[config.mk]
export PLATFORM = sky130hd
export DESIGN_NAME = mdio_frame_ctrl
export DESIGN_NICKNAME = d
export VERILOG_FILES = /design/src/rtl/mdio_pkg.sv /design/src/rtl/mdio_clk_gen.sv /design/src/rtl/mdio_hold_tmr.sv /design/src/rtl/mdio_shifter.sv /design/src/rtl/mdio_frame_ctrl.sv
export SDC_FILE = /design/constraint.sdc
export NUM_CORES = 1
export LEC_CHECK = 0
export BUFFER_PORTS_ARGS = -buffer_cell sky130_fd_sc_hd__clkbuf_2
export CAP_MARGIN = 20
export CORE_MARGIN = 10
export CORE_UTILIZATION = 53
export DETAILED_ROUTE_END_ITERATION = 12
export PLACE_DENSITY = 0.76
export SLEW_MARGIN = 25
export SYNTH_ARGS = -nofsm -noshare
export SYNTH_HDL_FRONTEND = slang
export SYNTH_SLANG_ARGS = --single-unit
[constraint.sdc]
create_clock -name clk_i -period 2.1 [get_ports clk_i]
set_input_delay 0.315 -clock clk_i [delete_from_list [all_inputs] [get_ports clk_i]]
set_output_delay 0.315 -clock clk_i [all_outputs]
set_load 0.1 [all_outputs]
[src/rtl/mdio_pkg.sv]
package mdio_pkg;
  localparam int FRAME_W  = 32;
  localparam int PRE_LEN  = 32;
  localparam int SEQ_W    = FRAME_W + PRE_LEN;
  localparam int IDX_W    = $clog2(SEQ_W);
  localparam int DATA_W   = 16;
  localparam int OP_LSB   = 28;
  localparam int HOLD_LSB = 8;
  localparam int SKIP_BIT = 12;
  localparam logic [1:0] OP_READ = 2'b10;

  typedef enum logic [1:0] {
    A_FRAME = 2'd0,
    A_EVENT = 2'd1,
    A_MASK  = 2'd2,
    A_CTRL  = 2'd3
  } reg_addr_e;
endpackage

[src/rtl/mdio_clk_gen.sv]
module mdio_clk_gen #(
  parameter int DIV_W = 6
) (
  input  logic             clk_i,
  input  logic             rst_ni,
  input  logic             run_i,
  input  logic             clr_i,
  input  logic [DIV_W-1:0] div_i,
  output logic             mdc_o,
  output logic             rise_o,
  output logic             fall_o
);
  logic [DIV_W-1:0] cnt_q;
  logic             mdc_q;
  logic             term;

  assign term = (cnt_q == div_i);

  always_ff @(posedge clk_i or negedge rst_ni) begin
    if (!rst_ni) begin
      cnt_q <= '0;
      mdc_q <= 1'b0;
    end else if (!run_i || clr_i) begin
      cnt_q <= '0;
      mdc_q <= 1'b0;
    end else if (term) begin
      cnt_q <= '0;
      mdc_q <= ~mdc_q;
    end else begin
      cnt_q <= cnt_q + 1'b1;
    end
  end

  // edge strobes are valid in the cycle before mdc_o toggles
  assign rise_o = run_i && !clr_i && term && !mdc_q;
  assign fall_o = run_i && !clr_i && term && mdc_q;
  assign mdc_o  = mdc_q;
endmodule

[src/rtl/mdio_hold_tmr.sv]
module mdio_hold_tmr #(
  parameter int HOLD_W = 3
) (
  input  logic              clk_i,
  input  logic              rst_ni,
  input  logic              launch_i,
  input  logic              clr_i,
  input  logic [HOLD_W-1:0] hold_i,
  output logic              fire_o
);
  logic              pend_q;
  logic [HOLD_W-1:0] cnt_q;

  always_ff @(posedge clk_i or negedge rst_ni) begin
    if (!rst_ni) begin
      pend_q <= 1'b0;
      cnt_q  <= '0;
    end else if (launch_i) begin
      pend_q <= 1'b1;
      cnt_q  <= hold_i;
    end else if (clr_i) begin
      pend_q <= 1'b0;
    end else if (pend_q) begin
      if (cnt_q == '0) pend_q <= 1'b0;
      else             cnt_q  <= cnt_q - 1'b1;
    end
  end

  assign fire_o = pend_q && (cnt_q == '0);
endmodule

[src/rtl/mdio_shifter.sv]
module mdio_shifter
  import mdio_pkg::*;
(
  input  logic               clk_i,
  input  logic               rst_ni,
  input  logic               start_i,
  input  logic [FRAME_W-1:0] frame_i,
  input  logic               skip_i,
  input  logic               rise_i,
  input  logic               fall_i,
  input  logic               fire_i,
  input  logic               mdio_i,
  output logic               run_o,
  output logic               done_o,
  output logic               launch_o,
  output logic [DATA_W-1:0]  rdata_o,
  output logic               mdio_o,
  output logic               mdio_oe_o
);
  logic [SEQ_W-1:0]  sh_q;
  logic [IDX_W-1:0]  idx_q;
  logic              run_q, last_q, rd_q, out_q, oe_q;
  logic [DATA_W-1:0] cap_q;
  logic [4:0]        fbit;
  logic              in_frame, released;

  assign in_frame = idx_q[IDX_W-1];
  assign fbit     = idx_q[4:0];
  // turnaround and data phase of a read belong to the PHY
  assign released = rd_q && in_frame && (fbit >= 5'd14);

  assign done_o   = run_q && fall_i && last_q;
  assign launch_o = start_i || (run_q && fall_i && !last_q);

  always_ff @(posedge clk_i or negedge rst_ni) begin
    if (!rst_ni) begin
      sh_q   <= '0;
      idx_q  <= '0;
      run_q  <= 1'b0;
      last_q <= 1'b0;
      rd_q   <= 1'b0;
      cap_q  <= '0;
      out_q  <= 1'b0;
      oe_q   <= 1'b0;
    end else if (start_i) begin
      sh_q   <= skip_i ? {frame_i, {PRE_LEN{1'b1}}} : {{PRE_LEN{1'b1}}, frame_i};
      idx_q  <= skip_i ? IDX_W'(PRE_LEN) : '0;
      run_q  <= 1'b1;
      last_q <= 1'b0;
      rd_q   <= (frame_i[OP_LSB+:2] == OP_READ);
      cap_q  <= '0;
    end else if (run_q) begin
      if (done_o) begin
        run_q  <= 1'b0;
        last_q <= 1'b0;
        oe_q   <= 1'b0;
      end else if (rise_i) begin
        if (released && fbit[4]) cap_q <= {cap_q[DATA_W-2:0], mdio_i};
        sh_q <= {sh_q[SEQ_W-2:0], 1'b0};
        if (idx_q == IDX_W'(SEQ_W - 1)) last_q <= 1'b1;
        else                            idx_q  <= idx_q + 1'b1;
      end else if (fire_i) begin
        out_q <= released ? 1'b0 : sh_q[SEQ_W-1];
        oe_q  <= !released;
      end
    end
  end

  assign run_o     = run_q;
  assign rdata_o   = cap_q;
  assign mdio_o    = out_q;
  assign mdio_oe_o = oe_q;
endmodule

[src/rtl/mdio_frame_ctrl.sv]
module mdio_frame_ctrl
  import mdio_pkg::*;
#(
  parameter int DIV_W  = 6,
  parameter int HOLD_W = 3
) (
  input  logic        clk_i,
  input  logic        rst_ni,
  input  logic        reg_we_i,
  input  logic [1:0]  reg_addr_i,
  input  logic [31:0] reg_wdata_i,
  output logic [31:0] reg_rdata_o,
  output logic        irq_o,
  output logic        mdc_o,
  output logic        mdio_o,
  output logic        mdio_oe_o,
  input  logic        mdio_i
);
  logic [FRAME_W-1:0] frame_q;
  logic               ev_q, mask_q, skip_q;
  logic [DIV_W-1:0]   div_q;
  logic [HOLD_W-1:0]  hold_q;
  logic               start, done, busy, launch, fire, rise, fall;
  logic [DATA_W-1:0]  cap;
  reg_addr_e          addr;

  assign addr  = reg_addr_e'(reg_addr_i);
  assign start = reg_we_i && (addr == A_FRAME);

  always_ff @(posedge clk_i or negedge rst_ni) begin
    if (!rst_ni) begin
      frame_q <= '0;
      ev_q    <= 1'b0;
      mask_q  <= 1'b0;
      skip_q  <= 1'b0;
      div_q   <= '0;
      hold_q  <= '0;
    end else begin
      if (start)
        frame_q <= reg_wdata_i;
      else if (done && frame_q[OP_LSB+:2] == OP_READ)
        frame_q[DATA_W-1:0] <= cap;

      if (done)
        ev_q <= 1'b1;
      else if (reg_we_i && addr == A_EVENT && reg_wdata_i[0])
        ev_q <= 1'b0;

      if (reg_we_i && addr == A_MASK) mask_q <= reg_wdata_i[0];

      if (reg_we_i && addr == A_CTRL) begin
        div_q  <= reg_wdata_i[DIV_W-1:0];
        hold_q <= reg_wdata_i[HOLD_LSB+:HOLD_W];
        skip_q <= reg_wdata_i[SKIP_BIT];
      end
    end
  end

  always_comb begin
    reg_rdata_o = '0;
    unique case (addr)
      A_FRAME: reg_rdata_o = frame_q;
      A_EVENT: reg_rdata_o[1:0] = {busy, ev_q};
      A_MASK:  reg_rdata_o[0] = mask_q;
      A_CTRL: begin
        reg_rdata_o[DIV_W-1:0]          = div_q;
        reg_rdata_o[HOLD_LSB+:HOLD_W]   = hold_q;
        reg_rdata_o[SKIP_BIT]           = skip_q;
      end
      default: reg_rdata_o = '0;
    endcase
  end

  assign irq_o = ev_q && mask_q;

  mdio_clk_gen #(.DIV_W(DIV_W)) i_clk_gen (
    .clk_i  (clk_i),
    .rst_ni (rst_ni),
    .run_i  (busy),
    .clr_i  (start),
    .div_i  (div_q),
    .mdc_o  (mdc_o),
    .rise_o (rise),
    .fall_o (fall)
  );

  mdio_hold_tmr #(.HOLD_W(HOLD_W)) i_hold_tmr (
    .clk_i    (clk_i),
    .rst_ni   (rst_ni),
    .launch_i (launch),
    .clr_i    (done),
    .hold_i   (hold_q),
    .fire_o   (fire)
  );

  mdio_shifter i_shifter (
    .clk_i     (clk_i),
    .rst_ni    (rst_ni),
    .start_i   (start),
    .frame_i   (reg_wdata_i),
    .skip_i    (skip_q),
    .rise_i    (rise),
    .fall_i    (fall),
    .fire_i    (fire),
    .mdio_i    (mdio_i),
    .run_o     (busy),
    .done_o    (done),
    .launch_o  (launch),
    .rdata_o   (cap),
    .mdio_o    (mdio_o),
    .mdio_oe_o (mdio_oe_o)
  );
endmodule

==> run_results.csv, run 1 <==
group,metric,value,unit
logic_synthesis,synth_area_per_cell,9.31,sq um
pwr,combPwrFrac,0.271,
routing,via_per_inst,5.68,
routing,drt_wl_total,17.2,mm
flow_run,drv_cap,0,
cts,clk_pin_slew,0.06,ns
pwr,clkPwrFrac,0.322,
place,port_buffers,73,
global_route,antenna_found_initial,0,
routing,drcViolationCount,0,
logic_synthesis,synthDistinctLibCells,48,
routing,firstDrtPassIters,5,
sta,fin_skew,0.00800,ns
hold_path,min_from,"reg_wdata_i[26]",
global_route,overflow,0,
critical_path,r2r_start,"div_q[0]$_DFFE_PN0P_",
layout,fin_area,9000,sq um
cts,cts_max_level,4,
cts,clockBufferDepth,2,
pwr,p_leak,3.92,nW
floorplan,die-area,18500,sq um
cts,postCtsSetupRepairBufs,0,
critical_path,rrSetupSlack,0.11,ns
critical_path,cp_max_fo,32,
pwr,netSwitchingPower,0.00337,W
sta,rsz0062_at_grt,"false",
pwr,p_sw_frac,0.334,
logic_synthesis,syn_area,7140,sq um
sta,min_period,1.99,ns
sta,relSlewSlack,0.638,
pwr,vdd_drop_max,0.632,mV
layout,finish.utilization,0.680,
floorplan,die_w,136,microns
floorplan,rows,42,
logic_synthesis,synth_seq_cells,146,
layout,layout-drive-gt1-share,0.187,
global_route,grt_first_pass_wirelength,29.2,mm
logic_synthesis,yosysSeqAreaShare,0.511,
sta,max_freq,502,MHz
layout,finalNetCount,871,
floorplan,io_pins,74,
layout,multiInputGateArea,3310,sq um
place,routabilityCongestion,0.840,
logic_synthesis,postSynth.asyncResetShare,1.00,
global_route,grt_max_degree,77,
cts,insertion_delay,0.43,ns
logic_synthesis,synth.top_cell.area_share,0.511,
pwr,intPower,0.00670,W
logic_synthesis,synth_edf_count,0,
floorplan,initial_core_util,0.539,
sta,drv_slew,0,
run_status,status,"completed",
cts,cts_buffers,17,
sta,setup_viol,0,
sta,fin_crit_sh,0.949,
pwr,p_total,0.0101,W
layout,antenna_cells,0,
sta,tightest_slew,0.546,ns
logic_synthesis,synth_nets,816,
layout,nFillCells,1019,
place,postPlaceCellArea,8340,sq um
critical_path,crit_type,"in2out",
global_route,grt.total_usage,0.194,
layout,seqCellArea,3660,sq um
critical_path,ff2ff_path_depth,5,
floorplan,core_area,13200,sq um
sta,hold_viol_final,0,
hold_path,min_path_type,"in2reg",
layout,synthToLayoutAreaGrowth,26.0,%
global_route,first_global_vias,5763,
logic_synthesis,synthFlopType,"dfrtp_1",
critical_path,startpoint,"reg_addr_i[0]",
logic_synthesis,synthCells,767,
critical_path,cp-end-kind,"output pin",
place,hpwl,11.4,mm
critical_path,startpoint_type,"primary input",
routing,wl_per_cell,17.0,microns
floorplan,die_y,136,microns
critical_path,cp.arrival,1.68,ns
hold_path,holdPathEnd,"frame_q[26]$_DFFE_PN0P_",
logic_synthesis,synth_area_leader_cell,"dfrtp_1",
pwr,seqPwrFrac,0.408,
routing,vias,5744,
logic_synthesis,ys_warn_count,0,
cts,tritoncts,"yes",
routing,detail-route-antenna-nets,0,
cts,root_buffer,"clkbuf_16",
routing,dr.first_iter.drc_count,592,
logic_synthesis,synth_area_leaders,"dfrtp_1, o21ai_0, nand2_1, mux2i_1, nand3b_1",
cts,clock_sinks,146,
critical_path,r2r-end,"i_shifter.idx_q[5]$_DFFE_PN0P_",
pwr,power_density,1120,nW/um^2
hold_path,holdPathStages,3,
critical_path,crit_required,1.78,ns
[cell usage in the layout (no fill, tap or decap), drive strengths merged, types with 2 or more instances in the layout]
| cell | synthesis | layout |
|---|---|---|
| dfrtp | 146 | 146 |
| o21ai | 133 | 133 |
| nand2 | 132 | 132 |
| clkbuf | 45 | 64 |
| nor2 | 56 | 56 |
| buf | 11 | 51 |
| nand3b | 33 | 33 |
| mux2i | 33 | 33 |
| or3 | 32 | 32 |
| and2 | 24 | 24 |
| a21oi | 17 | 17 |
| inv | 11 | 11 |
| mux2 | 11 | 11 |
| ha | 11 | 11 |
| nand3 | 9 | 9 |
| a22oi | 9 | 9 |
| xnor2 | 9 | 9 |
| nor2b | 6 | 6 |
| nand4 | 5 | 5 |
| bufinv | 0 | 4 |
| nor3 | 4 | 4 |
| or4 | 3 | 3 |
| o211ai | 3 | 3 |
| clkinv | 0 | 3 |
| xor2 | 2 | 2 |
| a222oi | 2 | 2 |
| nand2b | 2 | 2 |
| a31oi | 2 | 2 |
| o41a | 2 | 2 |
| nor4 | 2 | 2 |
[synth_stat cells (all sizes together) (2+ instances only)]
| cell | number |
|---|---|
| inv | 11 |
| or4 | 3 |
| nor2b | 6 |
| a222oi | 2 |
| nand2 | 132 |
| buf | 11 |
| nand3 | 9 |
| a22oi | 9 |
| or3 | 32 |
| a31oi | 2 |
| o211ai | 3 |
| clkbuf | 45 |
| mux2 | 11 |
| a21oi | 17 |
| o41a | 2 |
| ha | 11 |
| and2 | 24 |
| nand4 | 5 |
| dfrtp | 146 |
| nor2 | 56 |
| nand2b | 2 |
| xnor2 | 9 |
| nor4 | 2 |
| xor2 | 2 |
| o21ai | 133 |
| nor3 | 4 |
| nand3b | 33 |
| mux2i | 33 |
[area by class of cell]
cell class,count,area share
Clock buffer,24,0.0535
Clock inverter,8,0.0167
Inverter,11,0.00459
Multi-Input combinational cell,554,0.368
Sequential cell,146,0.406
Tap cell,176,0.0245
Timing Repair Buffer,92,0.126
[worst max-delay path, cell delays in order]
cell and delay [ns]:
clkbuf_2 0.12, inv_1 0.09, ha_1 0.28, buf_12 0.20
a222oi_1 0.40, nor2_2 0.09, buf_12 0.18
[registers in the layout, indices dropped and copies added, names as in the netlist, 3 cells and up]
register and count:
i_shifter.sh_q 64, frame_q 32, i_shifter.rdata_o 16, div_q 6, i_clk_gen.cnt_q 6, i_shifter.idx_q 6
hold_q 3, i_hold_tmr.cnt_q 3
[worst max-delay path by stage]
stage,to,slack (ns),cells past startpoint
floorplan,reg_rdata_o[0],-0.09,4
global route,reg_rdata_o[0],0.0004,3
finish,reg_rdata_o[1],0.11,7
CTS,i_shifter.idx_q[1]$_DFFE_PN0P_,0.03,6
detailed placement,i_shifter.idx_q[2]$_DFFE_PN0P_,-0.16,9
global placement,i_shifter.idx_q[2]$_DFFE_PN0P_,0.07,9
[power groups by stage]
stage                     logic, W  clock network, W  registers [W]
after floorplan            0.00181                 0        0.00415
after global placement     0.00259                 0        0.00408
after detailed placement   0.00271                 0        0.00413
after CTS                  0.00272           0.00327        0.00410
after global routing       0.00303           0.00342        0.00421
final                      0.00273           0.00324        0.00411
[what timing repair did]
action	CTS	global route
hold buffers	1	0
endpoints found under the hold margin	45	0
gates resized for setup	0	5
setup endpoints to repair	0	22
[through the flow]
stage	TNS, ns	cells	worst slack (ns)	hold WS, ns
after CTS	0	1011	0.0338	0.100
after global placement	0	978	0.0734	0.276
after detailed placement	-0.595	978	-0.159	0.281
final	0	1011	0.108	0.109
after global routing	0	1011	0.000393	0.0976
after floorplan	-0.325	767	-0.0915	0.0194
[per-layer routing]
layer | part of all wire | GRT usage | routed length [microns] | up-vias
li1 | - | - | - | 2745
met1 | 0.43 | 0.249 | 7450 | 2809
met2 | 0.50 | 0.312 | 8600 | 164
met3 | 0.051 | 0.0576 | 884 | 26
met4 | 0.014 | 0.0556 | 239 | 0
met5 | 0 | 0 | 0 | -
[cell families (layout without fill, tap and decap cells)]
group | count (synthesis) | count (layout) | synth area share
simple gates | 311 | 311 | 0.214
compound gates | 177 | 177 | 0.136
flops | 146 | 146 | 0.511
buf+inv | 67 | 135 | 0.0378
mux | 44 | 44 | 0.0636
fa+ha+maj | 11 | 11 | 0.0193
xor+xnor | 11 | 11 | 0.0177
(Power assumes the default switching activity.)
==> inputs of run 2 (changes only) <==
--- a/config.mk
+++ b/config.mk
@@ -8,9 +8,9 @@
 export BUFFER_PORTS_ARGS = -buffer_cell sky130_fd_sc_hd__clkbuf_2
 export CAP_MARGIN = 20
 export CORE_MARGIN = 10
-export CORE_UTILIZATION = 53
+export CORE_UTILIZATION = 45
 export DETAILED_ROUTE_END_ITERATION = 12
-export PLACE_DENSITY = 0.76
+export PLACE_DENSITY = 0.66
 export SLEW_MARGIN = 25
 export SYNTH_ARGS = -nofsm -noshare
 export SYNTH_HDL_FRONTEND = slang
==> run_results.csv, run 2 (synthesized netlist as in run 1, its figures left out) <==
group,metric,value,unit
run_status,status,"completed",
hold_path,holdPathEnd,"frame_q[16]$_DFFE_PN0P_",
cts,postCtsSetupRepairBufs,0,
flow_run,drv_cap,0,
layout,layout-drive-gt1-share,0.197,
place,routabilityCongestion,0.795,
critical_path,r2r_start,"div_q[1]$_DFFE_PN0P_",
floorplan,core_area,15700,sq um
sta,rsz0062_at_grt,"false",
hold_path,holdPathStages,3,
global_route,met2_usage,0.274,
layout,synthToLayoutAreaGrowth,26.0,%
place,hpwl,11.7,mm
global_route,grt_first_pass_wirelength,29.3,mm
pwr,power_density,1080,nW/um^2
cts,clock_sinks,146,
pwr,netSwitchingPower,0.00335,W
cts,cts_buffers,17,
routing,drt_wl_total,17.2,mm
hold_path,min_from,"reg_wdata_i[16]",
floorplan,die_y,146,microns
cts,cts_max_level,4,
routing,detail-route-antenna-nets,0,
sta,relSlewSlack,0.637,
routing,dr.first_iter.drc_count,389,
pwr,vdd_drop_max,0.613,mV
global_route,use_met3,0.0386,
global_route,antenna_found_initial,0,
floorplan,die_w,146,microns
global_route,grt_use_met1,0.200,
critical_path,rrSetupSlack,0.12,ns
layout,regMostFlops,"i_shifter.sh_q",
pwr,p_total,0.00971,W
layout,nFillCells,1359,
sta,whs,0.118,ns
layout,largest_reg_flops,64,
layout,seqCellArea,3660,sq um
sta,hold_viol_final,0,
floorplan,die-area,21300,sq um
critical_path,r2r-end,"i_shifter.idx_q[5]$_DFFE_PN0P_",
critical_path,cp_max_fo,39,
critical_path,cp.arrival,2.27,ns
cts,clk_pin_slew,0.06,ns
sta,tightest_slew,0.548,ns
cts,insertion_delay,0.42,ns
sta,fin_skew,0.00888,ns
cts,clockBufferDepth,2,
routing,via_per_inst,5.42,
routing,wl_per_cell,16.2,microns
global_route,grt_max_degree,93,
hold_path,min_path_type,"in2reg",
layout,multiInputGateArea,3300,sq um
critical_path,startpoint_type,"flop",
pwr,p_leak,3.91,nW
floorplan,rows,46,
global_route,grt.total_usage,0.163,
layout,finish.utilization,0.573,
pwr,p_sw_frac,0.345,
critical_path,cp-end-kind,"flop",
critical_path,crit_required,2.39,ns
place,port_buffers,73,
routing,firstDrtPassIters,5,
layout,finalNetCount,878,
routing,vias,5738,
global_route,busiest_layer,"met2",
floorplan,initial_core_util,0.455,
cts,root_buffer,"clkbuf_16",
sta,fin_crit_sh,0.941,
layout,antenna_cells,0,
pwr,combPwrFrac,0.277,
global_route,first_global_vias,5875,
cts,tritoncts,"yes",
routing,drcViolationCount,0,
critical_path,crit_type,"reg2reg",
pwr,clkPwrFrac,0.299,
sta,setup_viol,0,
layout,mostFrequentLayoutCell,"dfrtp_1",
sta,drv_slew,0,
global_route,overflow,0,
layout,layout_common_cells,"dfrtp_1, nand2_1, o21ai_0, nor2_1, buf_12",
floorplan,io_pins,74,
pwr,seqPwrFrac,0.423,
critical_path,ff2ff_path_depth,6,
sta,min_period,1.98,ns
pwr,intPower,0.00637,W
sta,max_freq,506,MHz
run 2: cell types whose count changed in the layout (fill, tap and decap cells not counted), sizes merged:
cell	before	now
buf	51	58
clkinv	3	7
bufinv	4	1
clkbuf	64	62
clkinvlp	1	2
run 2: per-layer routing:
metal / up-vias / part of all wire
met4: 0 / 0.019
met1: 2810 / 0.44
met5: - / 0
met3: 27 / 0.042
li1: 2756 / -
met2: 145 / 0.50
run 2: worst max-delay path by stage:
stage	start	to	slack, ns	depth (start not counted)
floorplan	reg_addr_i[0]	reg_rdata_o[0]	-0.09	4
global placement	reg_addr_i[0]	frame_q[11]$_DFFE_PN0P_	0.1	9
detailed placement	reg_addr_i[0]	i_shifter.idx_q[2]$_DFFE_PN0P_	0.01	9
CTS	div_q[1]$_DFFE_PN0P_	i_shifter.idx_q[5]$_DFFE_PN0P_	0.11	6
global route	div_q[4]$_DFFE_PN0P_	i_shifter.idx_q[5]$_DFFE_PN0P_	0.02	6
finish	div_q[1]$_DFFE_PN0P_	i_shifter.idx_q[5]$_DFFE_PN0P_	0.12	6
run 2: critical path, cell delays in order (launching register included):
cell and delay (ns):
dfrtp_1 0.44, xnor2_2 0.24, nand4_4 0.14, o41a_2 0.48, buf_4 0.27, o21ai_0 0.19
nand4_1 0.09
run 2: cell type report:
cell class	count	share of cell area
flip-flops and latches	146	0.407
multi-input cells	554	0.367
repair buffers	99	0.129
clock buffers	22	0.0538
well taps	216	0.0300
clock inverters	10	0.00932
inverters	11	0.00459
run 2: metrics by stage:
| step | setup TNS [ns] | instances | cell area [sq um] | worst slack [ns] |
|---|---|---|---|---|
| 2_1_floorplan | -0.325 | 767 | 7210 | -0.0915 |
| 3_3_place_gp | 0 | 1025 | 8410 | 0.0963 |
| 3_5_place_dp | 0 | 1025 | 8410 | 0.0137 |
| 4_1_cts | 0 | 1058 | 8990 | 0.111 |
| 5_1_grt | 0 | 1058 | 9000 | 0.0182 |
| 6_report | 0 | 1058 | 9000 | 0.123 |
run 2: power by group through the flow:
stage | Combinational [W] | Sequential (W) | Clock, W
final | 0.00269 | 0.00411 | 0.00291
after global routing | 0.00302 | 0.00421 | 0.00307
after CTS | 0.00272 | 0.00411 | 0.00296
after detailed placement | 0.00270 | 0.00415 | 0
after global placement | 0.00259 | 0.00412 | 0
after floorplan | 0.00181 | 0.00415 | 0
run 2: what timing repair did:
action	4_1_cts	5_1_grt
gates resized for setup	0	1
hold endpoints to repair	43	0
hold buffers	1	0
setup endpoints to repair	0	1
==> inputs of run 3 (changes only) <==
--- a/config.mk
+++ b/config.mk
@@ -8,9 +8,10 @@
 export BUFFER_PORTS_ARGS = -buffer_cell sky130_fd_sc_hd__clkbuf_2
 export CAP_MARGIN = 20
 export CORE_MARGIN = 10
-export CORE_UTILIZATION = 45
+export CORE_UTILIZATION = 53
 export DETAILED_ROUTE_END_ITERATION = 12
-export PLACE_DENSITY = 0.66
+export PLACE_DENSITY = 0.76
+export SETUP_SLACK_MARGIN = 0.02
 export SLEW_MARGIN = 25
 export SYNTH_ARGS = -nofsm -noshare
 export SYNTH_HDL_FRONTEND = slang
==> run_results.csv, run 3 (synthesized netlist as in run 1, its figures left out) <==
group,metric,value,unit
critical_path,startpoint_type,"flop",
critical_path,ff2ff_path_depth,5,
hold_path,min_path_type,"in2reg",
cts,tritoncts,"yes",
routing,drt_wl_total,17.4,mm
place,dp.cells,979,
global_route,met2_usage,0.321,
cts,cts_buffers,17,
layout,multiInputGateArea,3290,sq um
critical_path,r2r-end,"i_shifter.idx_q[5]$_DFFE_PN0P_",
place,dpl_worst_slack,0.0373,ns
floorplan,rows,42,
floorplan,io_pins,74,
hold_path,holdPathEnd,"frame_q[23]$_DFFE_PN0P_",
global_route,first_global_vias,5864,
global_route,grt_max_degree,108,
layout,layout-drive-gt1-share,0.192,
floorplan,die_w,136,microns
critical_path,crit_required,2.46,ns
layout,synthToLayoutAreaGrowth,25.9,%
layout,regMostFlops,"i_shifter.sh_q",
hold_path,holdPathStages,3,
global_route,antenna_found_initial,0,
sta,worst_slack,0.137,ns
hold_path,min_from,"reg_wdata_i[23]",
cts,cts_resized,0,
cts,clk_pin_slew,0.06,ns
global_route,use_met3,0.0506,
critical_path,slowest_stage,"or4_1",
critical_path,rrSetupSlack,0.14,ns
critical_path,cp_max_fo,7,
cts,cts_max_level,4,
sta,fin_setup_tns,0,ns
layout,nFillCells,991,
global_route,busiest_layer,"met2",
flow_run,drv_cap,0,
sta,fin_crit_sh,0.935,
critical_path,path_cells,"xnor2_2 -> nand4_4 -> o41a_2 -> or4_1 -> nand4_1",
sta,relSlewSlack,0.637,
layout,fin_cells,1014,
sta,setup_viol,0,
sta,rsz0062_at_grt,"false",
sta,tightest_slew,0.547,ns
critical_path,cp.arrival,2.32,ns
critical_path,r2r_start,"div_q[5]$_DFFE_PN0P_",
routing,vias,5809,
sta,fin_skew,0.00860,ns
place,hpwl,11.7,mm
run_status,status,"completed",
layout,largest_reg_flops,64,
layout,antenna_cells,0,
global_route,grt_first_pass_wirelength,29.3,mm
global_route,overflow,0,
cts,insertion_delay,0.43,ns
routing,via_per_inst,5.73,
pwr,power_density,1120,nW/um^2
cts,clock_sinks,146,
sta,hold_viol_final,0,
pwr,vdd_drop_max,0.749,mV
sta,max_freq,509,MHz
place,port_buffers,73,
floorplan,die_y,136,microns
routing,firstDrtPassIters,5,
floorplan,initial_core_util,0.539,
cts,root_buffer,"clkbuf_16",
routing,drcViolationCount,0,
pwr,p_total,0.0101,W
place,routabilityCongestion,0.826,
pwr,p_leak,3.93,nW
routing,dr.first_iter.drc_count,619,
layout,finalNetCount,874,
layout,mostFrequentLayoutCell,"dfrtp_1",
critical_path,cp-end-kind,"flop",
critical_path,critical_path.max_stage_delay,0.49,ns
sta,min_period,1.96,ns
routing,detail-route-antenna-nets,0,
global_route,grt.total_usage,0.195,
layout,seqCellArea,3660,sq um
sta,drv_slew,0,
layout,layout_common_cells,"dfrtp_1, nand2_1, o21ai_0, nor2_1, buf_12",
routing,wl_per_cell,17.1,microns
floorplan,die-area,18500,sq um
cts,clockBufferDepth,2,
global_route,grt_use_met1,0.241,
critical_path,crit_type,"reg2reg",
floorplan,core_area,13200,sq um
run 3: timing repair:
action / in CTS / in global routing
setup endpoints to repair: 0 / 4
hold endpoints to repair: 43 / 0
setup buffers: 0 / 2
hold buffers: 1 / 0
run 3: cell type report:
| class | count | share of cell area |
|---|---|---|
| Sequential cell | 146 | 0.407 |
| Multi-Input combinational cell | 554 | 0.366 |
| Timing Repair Buffer | 95 | 0.129 |
| Clock buffer | 21 | 0.0523 |
| Tap cell | 176 | 0.0245 |
| Clock inverter | 11 | 0.0175 |
| Inverter | 11 | 0.00459 |
run 3: report_power, final:
group          switching, W  internal (W)  total, W
Clock               0.00116       0.00207   0.00322
Combinational       0.00170       0.00104   0.00274
Sequential         0.000537       0.00359   0.00413
Total               0.00340       0.00670    0.0101
run 3: metal layers:
layer	up-vias	part of all wire
met3	40	0.047
met4	0	0.023
met1	2867	0.42
met2	157	0.51
li1	2745	-
met5	-	0
run 3: worst max-delay path by stage:
stage	end	slack, ns	from	depth (start not counted)
2_1_floorplan	reg_rdata_o[0]	-0.09	reg_addr_i[0]	4
3_3_place_gp	frame_q[13]$_DFFE_PN0P_	0.14	reg_addr_i[0]	9
3_5_place_dp	frame_q[5]$_DFFE_PN0P_	0.04	reg_addr_i[0]	9
4_1_cts	i_shifter.idx_q[1]$_DFFE_PN0P_	0.07	div_q[4]$_DFFE_PN0P_	5
5_1_grt	i_shifter.idx_q[4]$_DFFE_PN0P_	0.02	div_q[5]$_DFFE_PN0P_	5
6_report	i_shifter.idx_q[5]$_DFFE_PN0P_	0.14	div_q[5]$_DFFE_PN0P_	5
run 3: stage by stage:
stage	utilization	hold WS, ns	cell area [sq um]
floorplan	-	0.0194	7220
global placement	0.630	0.281	8340
detailed placement	0.630	0.280	8340
CTS	0.678	0.0971	8980
global route	0.679	0.118	9000
finish	0.679	0.108	9000
run 3: critical path, delay by kind of cell (launching register included):
kind,cells,cell delay (ns)
XOR/XNOR,1,0.22
AO/OA/AOI/OAI,1,0.47
AND/OR/NAND/NOR,3,0.77
flip-flops,1,0.44
